<file path="config.mk">
export PLATFORM = sky130hd
export DESIGN_NAME = sr_strobe_gen
export DESIGN_NICKNAME = d
export VERILOG_FILES = /design/src/rtl/sr_pkg.sv /design/src/rtl/sr_prediv.sv /design/src/rtl/sr_basecnt.sv /design/src/rtl/sr_ratio.sv /design/src/rtl/sr_strobe_gen.sv
export SDC_FILE = /design/constraint.sdc
export NUM_CORES = 1
export LEC_CHECK = 0
export BUFFER_PORTS_ARGS = -buffer_cell sky130_fd_sc_hd__buf_2
export CAP_MARGIN = 20
export CORE_MARGIN = 3
export CORE_UTILIZATION = 30
export CTS_CLUSTER_SIZE = 8
export DETAILED_ROUTE_END_ITERATION = 12
export SKIP_CTS_REPAIR_TIMING = 1
export SLEW_MARGIN = 5
export SYNTH_ARGS = -nofsm -noshare
export SYNTH_HDL_FRONTEND = slang
export SYNTH_HIERARCHICAL = 1
export SYNTH_SLANG_ARGS = --single-unit
export TNS_END_PERCENT = 5
</file>
<file path="constraint.sdc">
create_clock -name clk -period 7.6 [get_ports clk]
set_clock_uncertainty 0.15 [all_clocks]
set_input_delay 0.76 -clock clk [delete_from_list [all_inputs] [get_ports clk]]
set_output_delay 0.76 -clock clk [all_outputs]
set_load 0.01 [all_outputs]
</file>
<file path="src/rtl/sr_pkg.sv">
package sr_pkg;

    localparam int CODE_W = 4;
    localparam int FRAC_W = 4;

    typedef struct packed {
        logic              base_sel;
        logic [CODE_W-1:0] code;
        logic              pre_half;
    } cfg_t;

    typedef struct packed {
        logic              valid;
        logic              short_base;
        logic [FRAC_W-1:0] num;
        logic [FRAC_W-1:0] den;
    } ratio_t;

    function automatic ratio_t decode_rate(input logic [CODE_W-1:0] code);
        ratio_t r;
        r = '{valid: 1'b0, short_base: 1'b0, num: FRAC_W'(0), den: FRAC_W'(1)};
        case (code)
            4'b0000, 4'b1000: r = '{1'b1, 1'b0, FRAC_W'(1), FRAC_W'(1)};
            4'b0010:          r = '{1'b1, 1'b0, FRAC_W'(1), FRAC_W'(6)};
            4'b1001:          r = '{1'b1, 1'b0, FRAC_W'(2), FRAC_W'(11)};
            4'b0110:          r = '{1'b1, 1'b0, FRAC_W'(2), FRAC_W'(3)};
            4'b0011, 4'b1011,
            4'b0111, 4'b1111: r = '{1'b1, 1'b1, FRAC_W'(1), FRAC_W'(1)};
            default:          r = '{1'b0, 1'b0, FRAC_W'(0), FRAC_W'(1)};
        endcase
        return r;
    endfunction

endpackage

</file>
<file path="src/rtl/sr_prediv.sv">
module sr_prediv (
    input  logic clk,
    input  logic rst,
    input  logic clr,
    input  logic half_en,
    output logic core_en
);
    logic phase_q;

    always_ff @(posedge clk) begin
        if (rst || clr) phase_q <= 1'b0;
        else if (half_en) phase_q <= ~phase_q;
        else phase_q <= 1'b0;
    end

    assign core_en = !half_en || phase_q;
endmodule

</file>
<file path="src/rtl/sr_basecnt.sv">
module sr_basecnt #(
    parameter int CNT_W = 9
) (
    input  logic             clk,
    input  logic             rst,
    input  logic             clr,
    input  logic             step,
    input  logic [CNT_W-1:0] period,
    output logic             tick
);
    logic [CNT_W-1:0] cnt_q;

    assign tick = step && (cnt_q == period - CNT_W'(1));

    always_ff @(posedge clk) begin
        if (rst || clr)  cnt_q <= '0;
        else if (tick)   cnt_q <= '0;
        else if (step)   cnt_q <= cnt_q + CNT_W'(1);
    end
endmodule

</file>
<file path="src/rtl/sr_ratio.sv">
module sr_ratio #(
    parameter int W = 4
) (
    input  logic         clk,
    input  logic         rst,
    input  logic         clr,
    input  logic         tick,
    input  logic [W-1:0] num,
    input  logic [W-1:0] den,
    output logic         fire
);
    logic [W-1:0] acc_q;
    logic [W:0]   sum;

    assign sum  = {1'b0, acc_q} + {1'b0, num};
    assign fire = tick && (sum >= {1'b0, den});

    always_ff @(posedge clk) begin
        if (rst || clr) acc_q <= '0;
        else if (fire)  acc_q <= sum[W-1:0] - den;
        else if (tick)  acc_q <= sum[W-1:0];
    end
endmodule

</file>
<file path="src/rtl/sr_strobe_gen.sv">
module sr_strobe_gen #(
    parameter int BASE_LO = 256,
    parameter int BASE_HI = 384
) (
    input  logic       clk,
    input  logic       rst,
    input  logic       base_sel,
    input  logic [3:0] rate_code,
    input  logic       div2_en,
    output logic       sample_stb,
    output logic       core_en,
    output logic       code_unsup
);
    import sr_pkg::*;

    localparam int CNT_W = $clog2(BASE_HI + 1);
    localparam logic [CNT_W-1:0] LEN_LO = CNT_W'(BASE_LO);
    localparam logic [CNT_W-1:0] LEN_HI = CNT_W'(BASE_HI);

    cfg_t             cfg_in, cfg_q;
    ratio_t           ratio;
    logic             cfg_chg;
    logic [CNT_W-1:0] full_len, period;
    logic             base_tick, fire;

    assign cfg_in  = '{base_sel: base_sel, code: rate_code, pre_half: div2_en};
    assign cfg_chg = (cfg_in != cfg_q);
    assign ratio   = decode_rate(cfg_in.code);

    always_ff @(posedge clk) begin
        cfg_q <= cfg_in;
    end

    assign full_len = cfg_in.base_sel ? LEN_HI : LEN_LO;
    assign period   = ratio.short_base ? (full_len >> 1) : full_len;

    sr_prediv u_prediv (
        .clk     (clk),
        .rst     (rst),
        .clr     (cfg_chg),
        .half_en (cfg_in.pre_half),
        .core_en (core_en)
    );

    sr_basecnt #(.CNT_W(CNT_W)) u_base (
        .clk    (clk),
        .rst    (rst),
        .clr    (cfg_chg),
        .step   (core_en),
        .period (period),
        .tick   (base_tick)
    );

    sr_ratio #(.W(FRAC_W)) u_ratio (
        .clk  (clk),
        .rst  (rst),
        .clr  (cfg_chg),
        .tick (base_tick),
        .num  (ratio.num),
        .den  (ratio.den),
        .fire (fire)
    );

    assign sample_stb = fire && ratio.valid && !cfg_chg && !rst;
    assign code_unsup = !ratio.valid;
endmodule

</file>
==> results by group <==
Worst setup path
  • Worst path bufs/invs: 3
  • WP data arrival: 3.86 ns
  • Critical Path Slowest Stage Cell: fa_1
  • Worst setup EP type: primary output
  • Worst r2r src: u_ratio/acc_q[0]$_SDFFE_PP0P_
  • Crit path max-delay family: adder cells
  • Max incr delay on CP: 0.51 ns
  • Beginning of the critical path: rate_code[0]
  • CP dominant cell by count: ha_1
  • Critical Path Fanout Max: 8
  • R2R Path End: u_ratio/acc_q[0]$_SDFFE_PP0P_
  • Ordered cell list for the critical path: buf_2 > inv_1 > ha_1 > a21oi_1 > o21ai_0 > ha_1 > fa_1 > ha_1 > a21oi_1 > o211ai_4 > and2_2 > nor2b_1 > and4_1 > and4_1 > buf_2
  • Reg-to-reg slack, setup: 5.10 ns
  • Setup Crit Path Kind: primary input to primary output
  • Startpoint Class: primary input
  • CP endpoint: sample_stb
  • Crit path required time: 6.69 ns
  • Critical path depth: 15
  • FF-to-FF path depth: 8

Timing
  • Final Critical Period: 4.77 ns
  • FMAX: 209 MHz
  • Unrepaired setup endpoints after global routing: false
  • Final Cycle Share: 62.8%
  • Slew HR: 59.3%
  • Hold slack: 0.283 ns
  • Slew Limit Fails: 0
  • Final Hold Viols: 0
  • Final WS setup: 2.83 ns
  • Setup violators final: 0
  • Tightest Pin Transition: 0.608 ns
  • Setup_tns: 0 ns

Outcome
  • Run status: finished, final reports clean

GRT
  • Initial antenna violation count: 0
  • First-pass GRT wire length: 5580 microns
  • Total gr overflow: 0
  • Pin count of the biggest net entering global routing: 12
  • Vias in the first global route: 1291
  • GRT Util Overall: 10.3%

Synth
  • Most frequent cell after synthesis: nand2_1
  • Post-synth EDFFs: 0
  • Top cell type's share of synthesized area: 22.9%
  • Cells taking the most area after synthesis: dfxtp_1 (23%), ha_1 (10%), xor2_1 (9.0%)
  • #FFs+latches synth: 20
  • Area leader, netlist: dfxtp_1
  • Yosys cell types: 50
  • Share of synthesized flip-flops with an asynchronous set or reset: 0%
  • Sequential-to-total area share from yosys stat: 22.9%
  • Yosys warning count: 6
  • Post-synth top flop: dfxtp_1
  • Commonest cells in the netlist: nand2_1 (21), dfxtp_1 (20), xor2_1 (18)
  • Mapped Cells: 200
  • Mean Syn Cell Area: 8.73 sq um
  • Synthesized area: 1750 sq um

Clock network
  • CTS tree: yes
  • CTS Buf Count: 3
  • H-tree Lvls: 1
  • Max Buffers Root-to-Sink: 2
  • CTS sink cnt: 20
  • Clock Latency Late Sink: 0.26 ns
  • Worst-path clk slew: 0.08 ns
  • Root Buffer: clkbuf_8

Final layout
  • Fraction of layout cells with a size suffix above 1: 12.2%
  • Area grow syn2layout: 15.3%
  • # fillers: 602
  • Final Non-Filler Cells: 309
  • Final Core Density: 36.1%
  • NumNets Final: 262
  • # diodes: 0

Detailed routing
  • Post-DRT Antenna Nets: 0
  • Vias: 1373
  • Routed WL: 3140 microns
  • Wirelength per Cell: 10.2 microns
  • Drt drc: 0
  • 1st-iter DRT viols: 58
  • Routed vias/inst: 4.44
  • DRT Pass-1 Iters: 4

Place
  • I/O Buffers: 10
  • Pre-CTS setup slack: 2.80 ns
  • GP Congestion: 0.753
  • Post-DP HPWL: 2580 microns
  • Placed insts: 305

Worst hold path
  • HP Class: flop to flop

Power
  • Peak VDD IR: 0.0581 mV
  • Power Dens Cells: 123 nW/um^2
  • Static Leak: 0.000896 uW

Floorplanning
  • Die width: 82.3 microns
  • Die ar.: 6770 sq um
  • Rows: 27
  • Core ar.: 5570 sq um
  • Die Y: 82.3 microns
  • Initial Util: 31.3%
  • # IOs: 11

Flow run
  • Max-Cap Viols: 0
==> worst reg2reg max path: stages (launching register included) <==
cell,delay (ns)
dfxtp_1,0.32
ha_1,0.21
fa_1,0.41
xor2_1,0.18
ha_1,0.37
nand2_1,0.11
o211ai_4,0.24
mux2_4,0.33
a21oi_2,0.12
==> kinds of logic after synthesis <==
kind of cell	count (synthesis)	share of synthesized area (%)
buffers and inverters	19	4.87
and+or+nand+nor	68	23.0
other	1	0.215
DFF	20	22.9
muxes	4	2.65
AOI/OAI and AO/OA	42	17.8
adders and majority gates	16	12.3
xor gates and xnor gates	30	16.1
==> cell usage in the layout, fill, tap and decap left out, drive strengths merged, types with 3 or more instances in the layout <==
| cell | instances |
|---|---|
| clkbuf | 4 |
| buf | 10 |
| dfxtp | 20 |
| nand2b | 6 |
| nor2 | 10 |
| o21ai | 10 |
| a211oi | 5 |
| and2 | 3 |
| nand3b | 3 |
| a21oi | 8 |
| ha | 14 |
| xnor2 | 12 |
| nor3 | 6 |
| inv | 13 |
| conb | 30 |
| nand3 | 3 |
| nand2 | 21 |
| xor2 | 18 |
| nand4 | 5 |
| a31oi | 9 |
==> sequential cells by signal, indices dropped and copies added, names as in the netlist <==
signal	count
cfg_q	6
u_prediv/phase_q	1
u_base/cnt_q	9
u_ratio/acc_q	4
==> per-stage QoR <==
stage	instance area [sq um]	total power, uW
after global routing	2010	262
after floorplan	1850	155
final	2010	247
after CTS	2010	250
after detailed placement	1960	166
after global placement	1960	166
==> final cells by class <==
class                           count  area [sq um]  area share, %
Timing Repair Buffer               10          50.0           2.49
Multi-Input combinational cell    190          1370           68.0
Tap cell                           72          90.1           4.47
Sequential cell                    20           400           19.9
Clock buffer                        4          55.1           2.73
Inverter                           13          48.8           2.42
==> routing by layer <==
metal | GRT usage (%) | vias to the layer above | share of wire (%)
met5 | 0 | - | 0
met4 | 2.99 | 0 | 0.86
met3 | 1.30 | 2 | 2.1
met2 | 18.5 | 16 | 51
met1 | 12.9 | 616 | 46
li1 | - | 739 | -
==> power breakdown <==
part | switching, uW | leakage [uW] | total, uW | internal [uW]
combinational | 32.8 | 0.000704 | 56.7 | 23.9
clock | 37.1 | 0.0000288 | 83.2 | 46.1
sequential | 0.733 | 0.000163 | 107 | 106
total | 70.6 | 0.000896 | 247 | 176
==> worst min-delay path by stage <==
stage | endpoint | depth (start not counted) | slack [ns] | startpoint
2_1_floorplan | u_prediv/phase_q$_SDFF_PP0_ | 1 | 0.25 | u_prediv/phase_q$_SDFF_PP0_
3_3_place_gp | u_prediv/phase_q$_SDFF_PP0_ | 1 | 0.27 | u_prediv/phase_q$_SDFF_PP0_
3_5_place_dp | u_prediv/phase_q$_SDFF_PP0_ | 1 | 0.28 | u_prediv/phase_q$_SDFF_PP0_
4_1_cts | u_prediv/phase_q$_SDFF_PP0_ | 1 | 0.29 | u_prediv/phase_q$_SDFF_PP0_
5_1_grt | u_prediv/phase_q$_SDFF_PP0_ | 1 | 0.32 | u_prediv/phase_q$_SDFF_PP0_
6_report | u_prediv/phase_q$_SDFF_PP0_ | 1 | 0.28 | u_prediv/phase_q$_SDFF_PP0_
No activity file was read; power rests on OpenSTA's default activity.
